$ cat src/rtl/sbc_pkg.sv
package sbc_pkg;

    localparam int BANK_W = 4;
    localparam int CNT_W  = 7;
    localparam logic [7:0] BANK_BASE = 8'h14;
    localparam logic [7:0] MODE_OFS  = 8'h50;

    typedef enum logic [2:0] {
        PH_IDLE   = 3'd0,
        PH_GAP    = 3'd1,
        PH_SETUP  = 3'd2,
        PH_STROBE = 3'd3,
        PH_HOLD   = 3'd4,
        PH_RECOV  = 3'd5,
        PH_DONE   = 3'd6
    } phase_e;

    typedef struct packed {
        logic [5:0] recov;
        logic [3:0] wait_code;
        logic [3:0] gap_code;
        logic [3:0] hold;
        logic [3:0] setup;
    } bank_timing_t;

    // compressed 4-bit interval code to cycles
    function automatic logic [4:0] decode_span(input logic [3:0] code);
        case (code)
            4'd11:   return 5'd12;
            4'd12:   return 5'd15;
            4'd13:   return 5'd20;
            4'd14:   return 5'd25;
            4'd15:   return 5'd31;
            default: return {1'b0, code};
        endcase
    endfunction

    function automatic logic [CNT_W-1:0] phase_len(input phase_e p, input bank_timing_t t,
                                                   input logic gap_en);
        case (p)
            PH_GAP:    return gap_en ? {2'b0, decode_span(t.gap_code)} : '0;
            PH_SETUP:  return {3'b0, t.setup};
            PH_STROBE: return {2'b0, decode_span(t.wait_code)} + 7'd1;
            PH_HOLD:   return {3'b0, t.hold};
            PH_RECOV:  return {1'b0, t.recov};
            default:   return 7'd1;
        endcase
    endfunction

    function automatic logic [31:0] pack_timing(input bank_timing_t t);
        return {2'b00, t.recov, t.wait_code, t.gap_code, t.hold, t.setup, 8'h00};
    endfunction

endpackage

$ cat src/rtl/sbc_regs.sv
module sbc_regs
    import sbc_pkg::*;
#(
    parameter int NUM_BANKS      = 4,
    parameter int SETUP_HOLD_MAX = 15
) (
    input  logic                           clk,
    input  logic                           rst_n,
    input  logic                           host_we,
    input  logic [7:0]                     host_addr,
    input  logic [31:0]                    host_wdata,
    output logic [31:0]                    host_rdata,
    output bank_timing_t [NUM_BANKS-1:0]   cfg,
    output logic [NUM_BANKS-1:0]           nand_mask,
    output logic [NUM_BANKS-1:0]           ce_mask
);

    localparam logic [3:0] SH_CAP = 4'(SETUP_HOLD_MAX);

    typedef struct packed {
        bank_timing_t [NUM_BANKS-1:0] bank;
        logic [NUM_BANKS-1:0]         nand_bit;
        logic [NUM_BANKS-1:0]         ce_bit;
    } regs_t;

    regs_t q, d;

    function automatic logic [3:0] sat(input logic [3:0] v);
        return (v > SH_CAP) ? SH_CAP : v;
    endfunction

    always_comb begin
        d = q;
        host_rdata = '0;
        for (int k = 0; k < NUM_BANKS; k++) begin
            if (host_addr == 8'(BANK_BASE + 8'(4 * k))) begin
                host_rdata = pack_timing(q.bank[k]);
                if (host_we) begin
                    d.bank[k].setup     = sat(host_wdata[11:8]);
                    d.bank[k].hold      = sat(host_wdata[15:12]);
                    d.bank[k].gap_code  = host_wdata[19:16];
                    d.bank[k].wait_code = host_wdata[23:20];
                    d.bank[k].recov     = host_wdata[29:24];
                end
            end
        end
        if (host_addr == MODE_OFS) begin
            for (int k = 0; k < NUM_BANKS; k++) begin
                host_rdata[2*k]   = q.nand_bit[k];
                host_rdata[2*k+1] = q.ce_bit[k];
                if (host_we) begin
                    d.nand_bit[k] = host_wdata[2*k];
                    d.ce_bit[k]   = host_wdata[2*k+1];
                end
            end
        end
    end

    always_ff @(posedge clk or negedge rst_n) begin
        if (!rst_n) begin
            for (int k = 0; k < NUM_BANKS; k++) begin
                q.bank[k] <= '{recov: 6'h3F, wait_code: 4'hF, gap_code: 4'hF,
                               hold: SH_CAP, setup: SH_CAP};
            end
            q.nand_bit <= '0;
            q.ce_bit   <= '0;
        end else begin
            q <= d;
        end
    end

    assign cfg       = q.bank;
    assign nand_mask = q.nand_bit;
    assign ce_mask   = q.ce_bit;

    for (genvar k = 0; k < NUM_BANKS; k++) begin : g_cap

        setup_hold_cap_chk: assert property (@(posedge clk) disable iff (!rst_n)
            (q.bank[k].setup <= SH_CAP) && (q.bank[k].hold <= SH_CAP));
    end

endmodule

$ cat src/rtl/sbc_seq.sv
module sbc_seq
    import sbc_pkg::*;
#(
    parameter int NUM_BANKS = 4,
    parameter int ADDR_W    = 16
) (
    input  logic                         clk,
    input  logic                         rst_n,
    input  bank_timing_t [NUM_BANKS-1:0] cfg,
    input  logic [NUM_BANKS-1:0]         nand_mask,
    input  logic                         req_valid,
    input  logic [BANK_W-1:0]            req_bank,
    input  logic                         req_write,
    input  logic [ADDR_W-1:0]            req_addr,
    input  logic [7:0]                   req_wdata,
    output logic                         busy,
    output logic                         done,
    output logic                         err,
    output logic [7:0]                   rd_data,
    output logic [NUM_BANKS-1:0]         sel,
    output logic [ADDR_W-1:0]            mem_addr,
    output logic                         we_n,
    output logic                         oe_n,
    output logic [7:0]                   mem_dout,
    output logic                         dout_en,
    input  logic [7:0]                   mem_din
);

    typedef struct packed {
        phase_e              phase;
        logic [CNT_W-1:0]    cnt;
        logic [BANK_W-1:0]   bank;
        logic [BANK_W-1:0]   last;
        logic [ADDR_W-1:0]   addr;
        logic [7:0]          wdata;
        logic                write;
        logic [7:0]          rdata;
        logic                err;
    } seq_t;

    seq_t q, d;

    bank_timing_t req_cfg, cur_cfg, t_sel;
    logic         req_ok, req_nand, go, gap_en;
    logic [2:0]   p;

    always_comb begin
        req_cfg  = '0;
        cur_cfg  = '0;
        req_nand = 1'b0;
        for (int k = 0; k < NUM_BANKS; k++) begin
            if (req_bank == BANK_W'(k + 1)) begin
                req_cfg  = cfg[k];
                req_nand = nand_mask[k];
            end
            if (q.bank == BANK_W'(k + 1)) cur_cfg = cfg[k];
        end
        req_ok = (req_bank != '0) && (int'(req_bank) <= NUM_BANKS);
    end

    always_comb begin
        d      = q;
        go     = 1'b0;
        gap_en = 1'b0;
        t_sel  = cur_cfg;
        p      = 3'(PH_GAP);
        case (q.phase)
            PH_IDLE: begin
                if (req_valid) begin
                    if (!req_ok || req_nand) begin
                        d.phase = PH_DONE;
                        d.cnt   = 7'd1;
                        d.err   = 1'b1;
                    end else begin
                        d.bank  = req_bank;
                        d.last  = req_bank;
                        d.addr  = req_addr;
                        d.wdata = req_wdata;
                        d.write = req_write;
                        d.err   = 1'b0;
                        go      = 1'b1;
                        t_sel   = req_cfg;
                        gap_en  = (q.last != '0) && (q.last != req_bank);
                    end
                end
            end
            PH_DONE: d.phase = PH_IDLE;
            default: begin
                if (q.phase == PH_STROBE && q.cnt == 7'd1 && !q.write) d.rdata = mem_din;
                if (q.cnt <= 7'd1) begin
                    go = 1'b1;
                    p  = 3'(q.phase) + 3'd1;
                end else begin
                    d.cnt = q.cnt - 7'd1;
                end
            end
        endcase
        if (go) begin
            for (int i = 0; i < 5; i++) begin
                if (p != 3'(PH_DONE) && phase_len(phase_e'(p), t_sel, gap_en) == '0)
                    p = p + 3'd1;
            end
            d.phase = phase_e'(p);
            d.cnt   = phase_len(phase_e'(p), t_sel, gap_en);
        end
    end

    always_ff @(posedge clk or negedge rst_n) begin
        if (!rst_n) begin
            q <= '{phase: PH_IDLE, default: '0};
        end else begin
            q <= d;
        end
    end

    logic active;
    assign active   = (q.phase == PH_SETUP) || (q.phase == PH_STROBE) || (q.phase == PH_HOLD);
    assign busy     = (q.phase != PH_IDLE);
    assign done     = (q.phase == PH_DONE);
    assign err      = done && q.err;
    assign rd_data  = q.rdata;
    assign mem_addr = q.addr;
    assign mem_dout = q.wdata;
    assign dout_en  = active && q.write;
    assign we_n     = !((q.phase == PH_STROBE) && q.write);
    assign oe_n     = !((q.phase == PH_STROBE) && !q.write);

    always_comb begin
        sel = '0;
        for (int k = 0; k < NUM_BANKS; k++)
            sel[k] = active && (q.bank == BANK_W'(k + 1));
    end


    done_single_pulse_chk: assert property (@(posedge clk) disable iff (!rst_n)
        done |=> !done);

    strobe_exclusive_chk: assert property (@(posedge clk) disable iff (!rst_n)
        !(!we_n && !oe_n));

    strobe_under_cs_chk: assert property (@(posedge clk) disable iff (!rst_n)
        (!we_n || !oe_n) |-> ($countones(sel) == 1));

    request_held_chk: assert property (@(posedge clk) disable iff (!rst_n)
        (busy && !done) |=> ($stable(mem_addr) && $stable(mem_dout)));

endmodule

$ cat src/rtl/sbc_top.sv
module sbc_top
    import sbc_pkg::*;
#(
    parameter int NUM_BANKS      = 4,
    parameter int ADDR_W         = 16,
    parameter int SETUP_HOLD_MAX = 15
) (
    input  logic                 clk,
    input  logic                 rst_n,
    input  logic                 host_we,
    input  logic [7:0]           host_addr,
    input  logic [31:0]          host_wdata,
    output logic [31:0]          host_rdata,
    input  logic                 req_valid,
    input  logic [3:0]           req_bank,
    input  logic                 req_write,
    input  logic [ADDR_W-1:0]    req_addr,
    input  logic [7:0]           req_wdata,
    output logic                 busy,
    output logic                 done,
    output logic                 err,
    output logic [7:0]           rd_data,
    output logic [NUM_BANKS-1:0] mem_cs_n,
    output logic [ADDR_W-1:0]    mem_addr,
    output logic                 mem_we_n,
    output logic                 mem_oe_n,
    output logic [7:0]           mem_dout,
    output logic                 mem_dout_en,
    input  logic [7:0]           mem_din
);

    bank_timing_t [NUM_BANKS-1:0] cfg;
    logic [NUM_BANKS-1:0]         nand_mask, ce_mask, sel;

    sbc_regs #(.NUM_BANKS(NUM_BANKS), .SETUP_HOLD_MAX(SETUP_HOLD_MAX)) regs_i (
        .clk(clk), .rst_n(rst_n), .host_we(host_we), .host_addr(host_addr),
        .host_wdata(host_wdata), .host_rdata(host_rdata), .cfg(cfg),
        .nand_mask(nand_mask), .ce_mask(ce_mask)
    );

    sbc_seq #(.NUM_BANKS(NUM_BANKS), .ADDR_W(ADDR_W)) seq_i (
        .clk(clk), .rst_n(rst_n), .cfg(cfg), .nand_mask(nand_mask),
        .req_valid(req_valid), .req_bank(req_bank), .req_write(req_write),
        .req_addr(req_addr), .req_wdata(req_wdata), .busy(busy), .done(done),
        .err(err), .rd_data(rd_data), .sel(sel), .mem_addr(mem_addr),
        .we_n(mem_we_n), .oe_n(mem_oe_n), .mem_dout(mem_dout),
        .dout_en(mem_dout_en), .mem_din(mem_din)
    );

    assign mem_cs_n = ~(sel | (nand_mask & ce_mask));


    cs_only_marked_chk: assert property (@(posedge clk) disable iff (!rst_n)
        ($countones(~mem_cs_n) > $countones(sel)) |-> ((nand_mask & ce_mask) != '0));

endmodule

$ cat config.mk
export PLATFORM = sky130hd
export DESIGN_NAME = sbc_top
export DESIGN_NICKNAME = d
export VERILOG_FILES = /design/src/rtl/sbc_pkg.sv /design/src/rtl/sbc_regs.sv /design/src/rtl/sbc_seq.sv /design/src/rtl/sbc_top.sv
export SDC_FILE = /design/constraint.sdc
export NUM_CORES = 1
export LEC_CHECK = 0
export CORE_MARGIN = 2
export CORE_UTILIZATION = 40
export DETAILED_ROUTE_END_ITERATION = 10
export DONT_BUFFER_PORTS = 1
export PLACE_DENSITY = 0.6
export SYNTH_ARGS = -nofsm -noshare
export SYNTH_HDL_FRONTEND = slang
export SYNTH_SLANG_ARGS = --single-unit
$ cat constraint.sdc
create_clock -name clk -period 25.2 [get_ports clk]
set_clock_uncertainty 0.1 [all_clocks]
set_input_delay 2.52 -clock clk [delete_from_list [all_inputs] [get_ports clk]]
set_output_delay 2.52 -clock clk [all_outputs]
set_load 0.01 [all_outputs]
==> reports/metrics.csv, run 1 <==
stage,metric,value,unit
status,status,"complete, no violations",
cells_and_area,fillers,2494,
yosys,yosysSeqAreaShare,0.359,
yosys,synth.distinct_cells,95,
flow_run,maxCapViolations,0,
placement,place_worst_setup_slack,10560,ps
setup_path,timing.rr.start,seq_i.q[49],
yosys,ys_seq_elements,144,
detailed_routing,ant_nets,0,
min_path,hold_depth,1,
detailed_routing,wl_met2,13.6,mm
placement,dp.cells,1350,
global_route,grt_antenna_before_repair,0,
cts,cts_resized,0,
setup_path,worstReg2RegEnd,seq_i.q[43],
cts,clk_latency,440,ps
setup_path,slowest_delay,770,ps
yosys,syn_area_per_cell,9.33,um2
sta,slew_headroom,0.239,
setup_path,r2r_cells,51,
min_path,hold_path_class,reg2reg,
cells_and_area,nNetsFinal,1151,
setup_path,cp_num_cells,48,
die,fp.dieH,165,um
placement,gp_congestion,0.923,
yosys,syn_area,0.0103,mm2
sta,setup_ws,10920,ps
detailed_routing,via_count,8448,
detailed_routing,vias_per_cell,6.11,
placement,place_hpwl,20.2,mm
sta,rsz0062_at_grt,no,
cts,clock-sinks,144,
sta,hold_viol,0,
die,ios,155,
sta,fin_tns_setup,0,ps
sta,clock.fmax,0.0700,GHz
sta,tightest_slew,1140,ps
global_route,grt_max_degree,145,
die,coreArea,0.0253,mm2
setup_path,crit_family,compound AO/OA/AOI/OAI gates,
setup_path,crit_type,in2reg,
detailed_routing,dr.first_iter.drc_count,661,
cells_and_area,area_growth,5.62,%
yosys,synth_edf_count,0,
placement,io_buffer_count,0,
setup_path,crit_path_end_kind,flip-flop,
cells_and_area,final_cells,1382,
die,fp-row-count,58,
detailed_routing,dr.pass1.iters,5,
cts,root_buffer,clkbuf_16,
detailed_routing,wl_per_cell,20.9,um
detailed_routing,dr_wl_met3,2.07,mm
cts,clockBufferDepth,2,
setup_path,path_max_fanout,12,
global_route,grt_overflow,0,
setup_path,r2r_slack,12420,ps
global_route,grt_usage,0.215,
setup_path,slowest_stage,or4b_1,
setup_path,arrival,14480,ps
cts,clk_pin_slew_worst_paths,70,ps
cts,holdBufCountCts,0,
global_route,grt_pass1_vias,8178,
yosys,yosysWarnings,0,
sta,finalSetupViolCount,0,
detailed_routing,routed_wl,28.9,mm
sta,final_max_slew_viol_count,0,
cts,cts_tree,built,
sta,finalHoldWorstSlack,379,ps
setup_path,cp_data_required_time,25400,ps
detailed_routing,top_layer,met4,
cells_and_area,diodes,0,
cts,htreeDepth,4,
sta,finalCritPeriodShare,0.567,
cts,cts_setup_buffers,0,
cells_and_area,drive_gt1_frac,0.284,
min_path,min-delay-start,seq_i.q[0],
die,fp.dieArea,0.0271,mm2
detailed_routing,drc,0,
yosys,synthCells,1107,
setup_path,cp-start-kind,input pin,
yosys,synth-async-reset-ratio,1.00,
die,fp.dieW,165,um
setup_path,crit_buf_inv,4,
min_path,holdPathEnd,seq_i.q[0],
die,initial_core_util,0.409,
yosys,synth_ff_type,dfstp_2,
detailed_routing,drt-met1-wl,12.5,mm
setup_path,cp_common_cell,ha_1,
sta,period_minus_slack,14280,ps
global_route,grt_pass1_wl,45.4,mm
cts,cts_made_buffers,17,
-- worst max-delay path by stage --
stage,startpoint,end,slack (ps)
2_1_floorplan,req_bank[0],seq_i.q[43],12210
3_3_place_gp,req_bank[3],seq_i.q[43],10670
3_5_place_dp,req_bank[3],seq_i.q[43],10560
4_1_cts,req_bank[3],seq_i.q[43],10950
5_1_grt,req_bank[3],seq_i.q[43],9860
6_report,req_bank[3],seq_i.q[43],10920
-- layout make-up --
type / count / area (um2) / share of cell area
clock inverter: 15 / 195 / 0.0179
inverter: 25 / 93.8 / 0.00860
multi-input combinational: 838 / 5970 / 0.547
tap: 330 / 413 / 0.0378
timing repair buffer: 13 / 97.6 / 0.00894
sequential: 144 / 3710 / 0.340
clock buffer: 17 / 425 / 0.0390
-- flip-flops by register name (all words and copies together) (netlist names) --
register	cells
regs_i.ce_mask	4
regs_i.cfg	88
regs_i.nand_mask	4
seq_i.mem_addr	16
seq_i.mem_dout	8
seq_i.q	16
seq_i.rd_data	8
-- Yosys cell counts, types with 5 or more instances --
cell type,instances,area share
nor3_1,26,0.013
nor2b_1,8,0.0048
o21ai_1,10,0.0048
o21a_1,5,0.0036
a221oi_1,23,0.020
and2_1,17,0.010
a31oi_1,8,0.0048
buf_2,8,0.0039
nand2_1,171,0.062
or3_1,5,0.0030
a22o_1,6,0.0051
o211ai_1,5,0.0036
o22ai_1,6,0.0036
xnor2_1,9,0.0076
dfrtp_1,56,0.14
o21ai_0,41,0.020
buf_4,36,0.026
a21o_1,8,0.0058
a22oi_1,9,0.0065
and3_1,10,0.0061
nand3_1,9,0.0044
mux2i_1,11,0.011
or2_2,7,0.0042
a222oi_1,8,0.0078
ha_1,31,0.038
inv_1,24,0.0087
a21oi_1,72,0.035
a211oi_1,5,0.0036
buf_6,5,0.0055
buf_1,13,0.0047
o221ai_1,26,0.022
nor2_1,76,0.028
dfstp_2,88,0.22
mux2_2,124,0.14
clkbuf_1,39,0.014
-- metal layers --
layer	vias to the layer above	track usage
met1	4166	0.289
met2	318	0.339
met3	58	0.0545
li1	3906	-
met4	0	0.0692
met5	-	0
-- metrics by stage --
| step | cell area (um2) | util |
|---|---|---|
| 6_report | 10900 | 0.432 |
| 4_1_cts | 10900 | 0.432 |
| 3_3_place_gp | 10300 | 0.407 |
| 3_5_place_dp | 10300 | 0.407 |
| 5_1_grt | 10900 | 0.432 |
| 2_1_floorplan | 10300 | - |
-- layout by cell type (no fill, tap or decap), drive strengths merged, types with 9 or more instances in the layout --
master / n
buf: 13
dfstp: 88
nor2: 78
a221oi: 25
mux2i: 13
clkbuf: 17
and2: 18
a22oi: 9
mux2: 124
inv: 32
nand3: 9
a21oi: 73
nand2: 171
nor3: 28
o21ai: 52
xnor2: 11
dfrtp: 56
or2: 9
ha: 31
and3: 10
o221ai: 26
-- logic make-up (layout without fill, tap and decap cells) --
family	count (synthesis)	after routing	share of synthesized area
multiplexers	138	138	0.152
flip-flops	144	144	0.359
XOR/XNOR	13	13	0.0150
AND/OR/NAND/NOR	366	366	0.169
adder cells (fa/ha/maj)	31	31	0.0375
other	1	2	0.000363
AO/OA/AOI/OAI	288	288	0.203
buffers and inverters	126	70	0.0635
Power of run 1 is not shown: default switching activity piles up to over one toggle a cycle in this logic, so the estimate is an artifact.
==> run 2, diff against run 1 <==
==> constraint.sdc (replaced) <==
create_clock -name clk -period 14.3 [get_ports clk]
set_clock_uncertainty 0.1 [all_clocks]
set_input_delay 1.43 -clock clk [delete_from_list [all_inputs] [get_ports clk]]
set_output_delay 1.43 -clock clk [all_outputs]
set_load 0.01 [all_outputs]
==> run 2 against run 1 <==
Core utilization fell by 0.059 points; sequential share of layout area is essentially flat; routed wire length rose by 1.1%; critical endpoint unchanged.
==> reports/metrics.csv, run 2 (synthesis gave the netlist of run 1 again) <==
stage,metric,value,unit,change
placement,io_buffer_count,0,,unchanged
die,fp-row-count,58,,unchanged
cts,cts_tree,built,,
sta,fin_tns_setup,0,ps,unchanged
detailed_routing,vias_per_cell,6.11,,about the same
sta,clock.fmax,0.0760,GHz,
die,coreArea,0.0253,mm2,unchanged
cells_and_area,nNetsFinal,1153,,+0.17%
detailed_routing,routed_wl,29.2,mm,+1.1%
cts,clk_pin_slew_worst_paths,70,ps,about the same
global_route,grt_max_degree,145,,unchanged
detailed_routing,dr.pass1.iters,5,,unchanged
cts,clock-sinks,144,,unchanged
global_route,grt_pass1_wl,46.4,mm,+2.4%
cts,holdBufCountCts,0,,unchanged
cts,htreeDepth,4,,unchanged
setup_path,crit_type,in2reg,,
setup_path,slowest_delay,590,ps,-180 ps
cts,root_buffer,clkbuf_16,,
cells_and_area,area_growth,5.47,%,
sta,slew_headroom,0.212,,-0.0272
die,initial_core_util,0.409,,unchanged
detailed_routing,ant_nets,0,,unchanged
sta,finalCritPeriodShare,0.920,,
detailed_routing,dr.first_iter.drc_count,735,,+11%
cells_and_area,final_cell_mix,"nand2_1, mux2_2, dfstp_2, nor2_1, a21oi_1",,
detailed_routing,drc,0,,unchanged
sta,period_minus_slack,13160,ps,
status,status,"complete, no violations",,
cts,clk_latency,440,ps,about the same
sta,hold_viol,0,,unchanged
sta,rsz0062_at_grt,no,,
die,fp.dieArea,0.0271,mm2,unchanged
global_route,grt_pass1_vias,8257,,+0.97%
cells_and_area,fillers,2424,,-2.8%
sta,tightest_slew,1180,ps,+40.8 ps
cells_and_area,largest_reg_flops,88,,unchanged
cells_and_area,final_common_cell,nand2_1,,
die,fp.dieH,165,um,unchanged
sta,final_max_slew_viol_count,0,,unchanged
min_path,hold_path_class,reg2reg,,
die,ios,155,,unchanged
sta,finalSetupViolCount,0,,unchanged
global_route,grt_usage,0.219,,+0.00359
cts,clockBufferDepth,2,,unchanged
setup_path,slowest_stage,nor3_1,,
setup_path,arrival,13360,ps,-1120 ps
global_route,grt_overflow,0,,unchanged
die,fp.dieW,165,um,unchanged
placement,gp_congestion,0.896,,-2.9%
detailed_routing,wl_per_cell,21.1,um,+0.98%
cts,cts_made_buffers,17,,unchanged
detailed_routing,via_count,8459,,+0.13%
cells_and_area,drive_gt1_frac,0.286,,+0.00136
cts,cts_setup_buffers,0,,unchanged
setup_path,path_max_fanout,13,,+1
setup_path,crit_path_end_kind,flip-flop,,
setup_path,crit_family,simple AND/OR/NAND/NOR gates,,
setup_path,cp_data_required_time,14510,ps,-10890 ps
placement,place_hpwl,20.5,mm,+1.4%
global_route,grt_antenna_before_repair,0,,unchanged
cells_and_area,diodes,0,,unchanged
flow_run,maxCapViolations,0,,unchanged
setup_path,cp-start-kind,input pin,,
setup_path,crit_buf_inv,4,,unchanged
setup_path,cp_common_cell,ha_1,,
cts,cts_resized,0,,unchanged
run 2: final cells by class:
| cell class | count | area (um2) | share of cell area |
|---|---|---|---|
| Multi-Input combinational cell | 838 | 5970 | 0.548 |
| Timing Repair Buffer | 15 | 113 | 0.0103 |
| Tap cell | 330 | 413 | 0.0379 |
| Inverter | 25 | 93.8 | 0.00861 |
| Clock inverter | 15 | 165 | 0.0152 |
| Clock buffer | 17 | 425 | 0.0390 |
| Sequential cell | 144 | 3710 | 0.341 |
run 2: metrics by stage:
step	instance area, um2	hold WS, ps	setup slack (ps)	utilization	cells
after CTS	10900	382	1200	0.431	1384
final	10900	378	1140	0.431	1384
after detailed placement	10300	367	823	0.408	1352
after global placement	10300	360	954	0.408	1352
after floorplan	10300	342	2400	-	1108
after global routing	10900	404	18.3	0.431	1384
run 2: metal layers:
layer  wire length, um  GRT usage  vias to the layer above
met4               502     0.0715                        0
met3              2230     0.0404                       37
met1             12600      0.302                     4172
li1                  -          -                     3904
met2             13900      0.346                      346
met5                 0          0                        -
run 2: path summary, 6_finish.rpt:
check,slack [ps],end,depth (start not counted),from
min reg2reg,380,seq_i.q[0],1,seq_i.q[0]
min in group asynchronous,600,regs_i.ce_mask[2],0,rst_n
max,1140,seq_i.q[43],51,req_bank[3]
max in group asynchronous,13240,regs_i.cfg[45],0,rst_n
max reg2reg,1490,seq_i.q[43],52,seq_i.q[49]
min,380,seq_i.q[0],1,seq_i.q[0]
Power of run 2 is left out for the same reason.
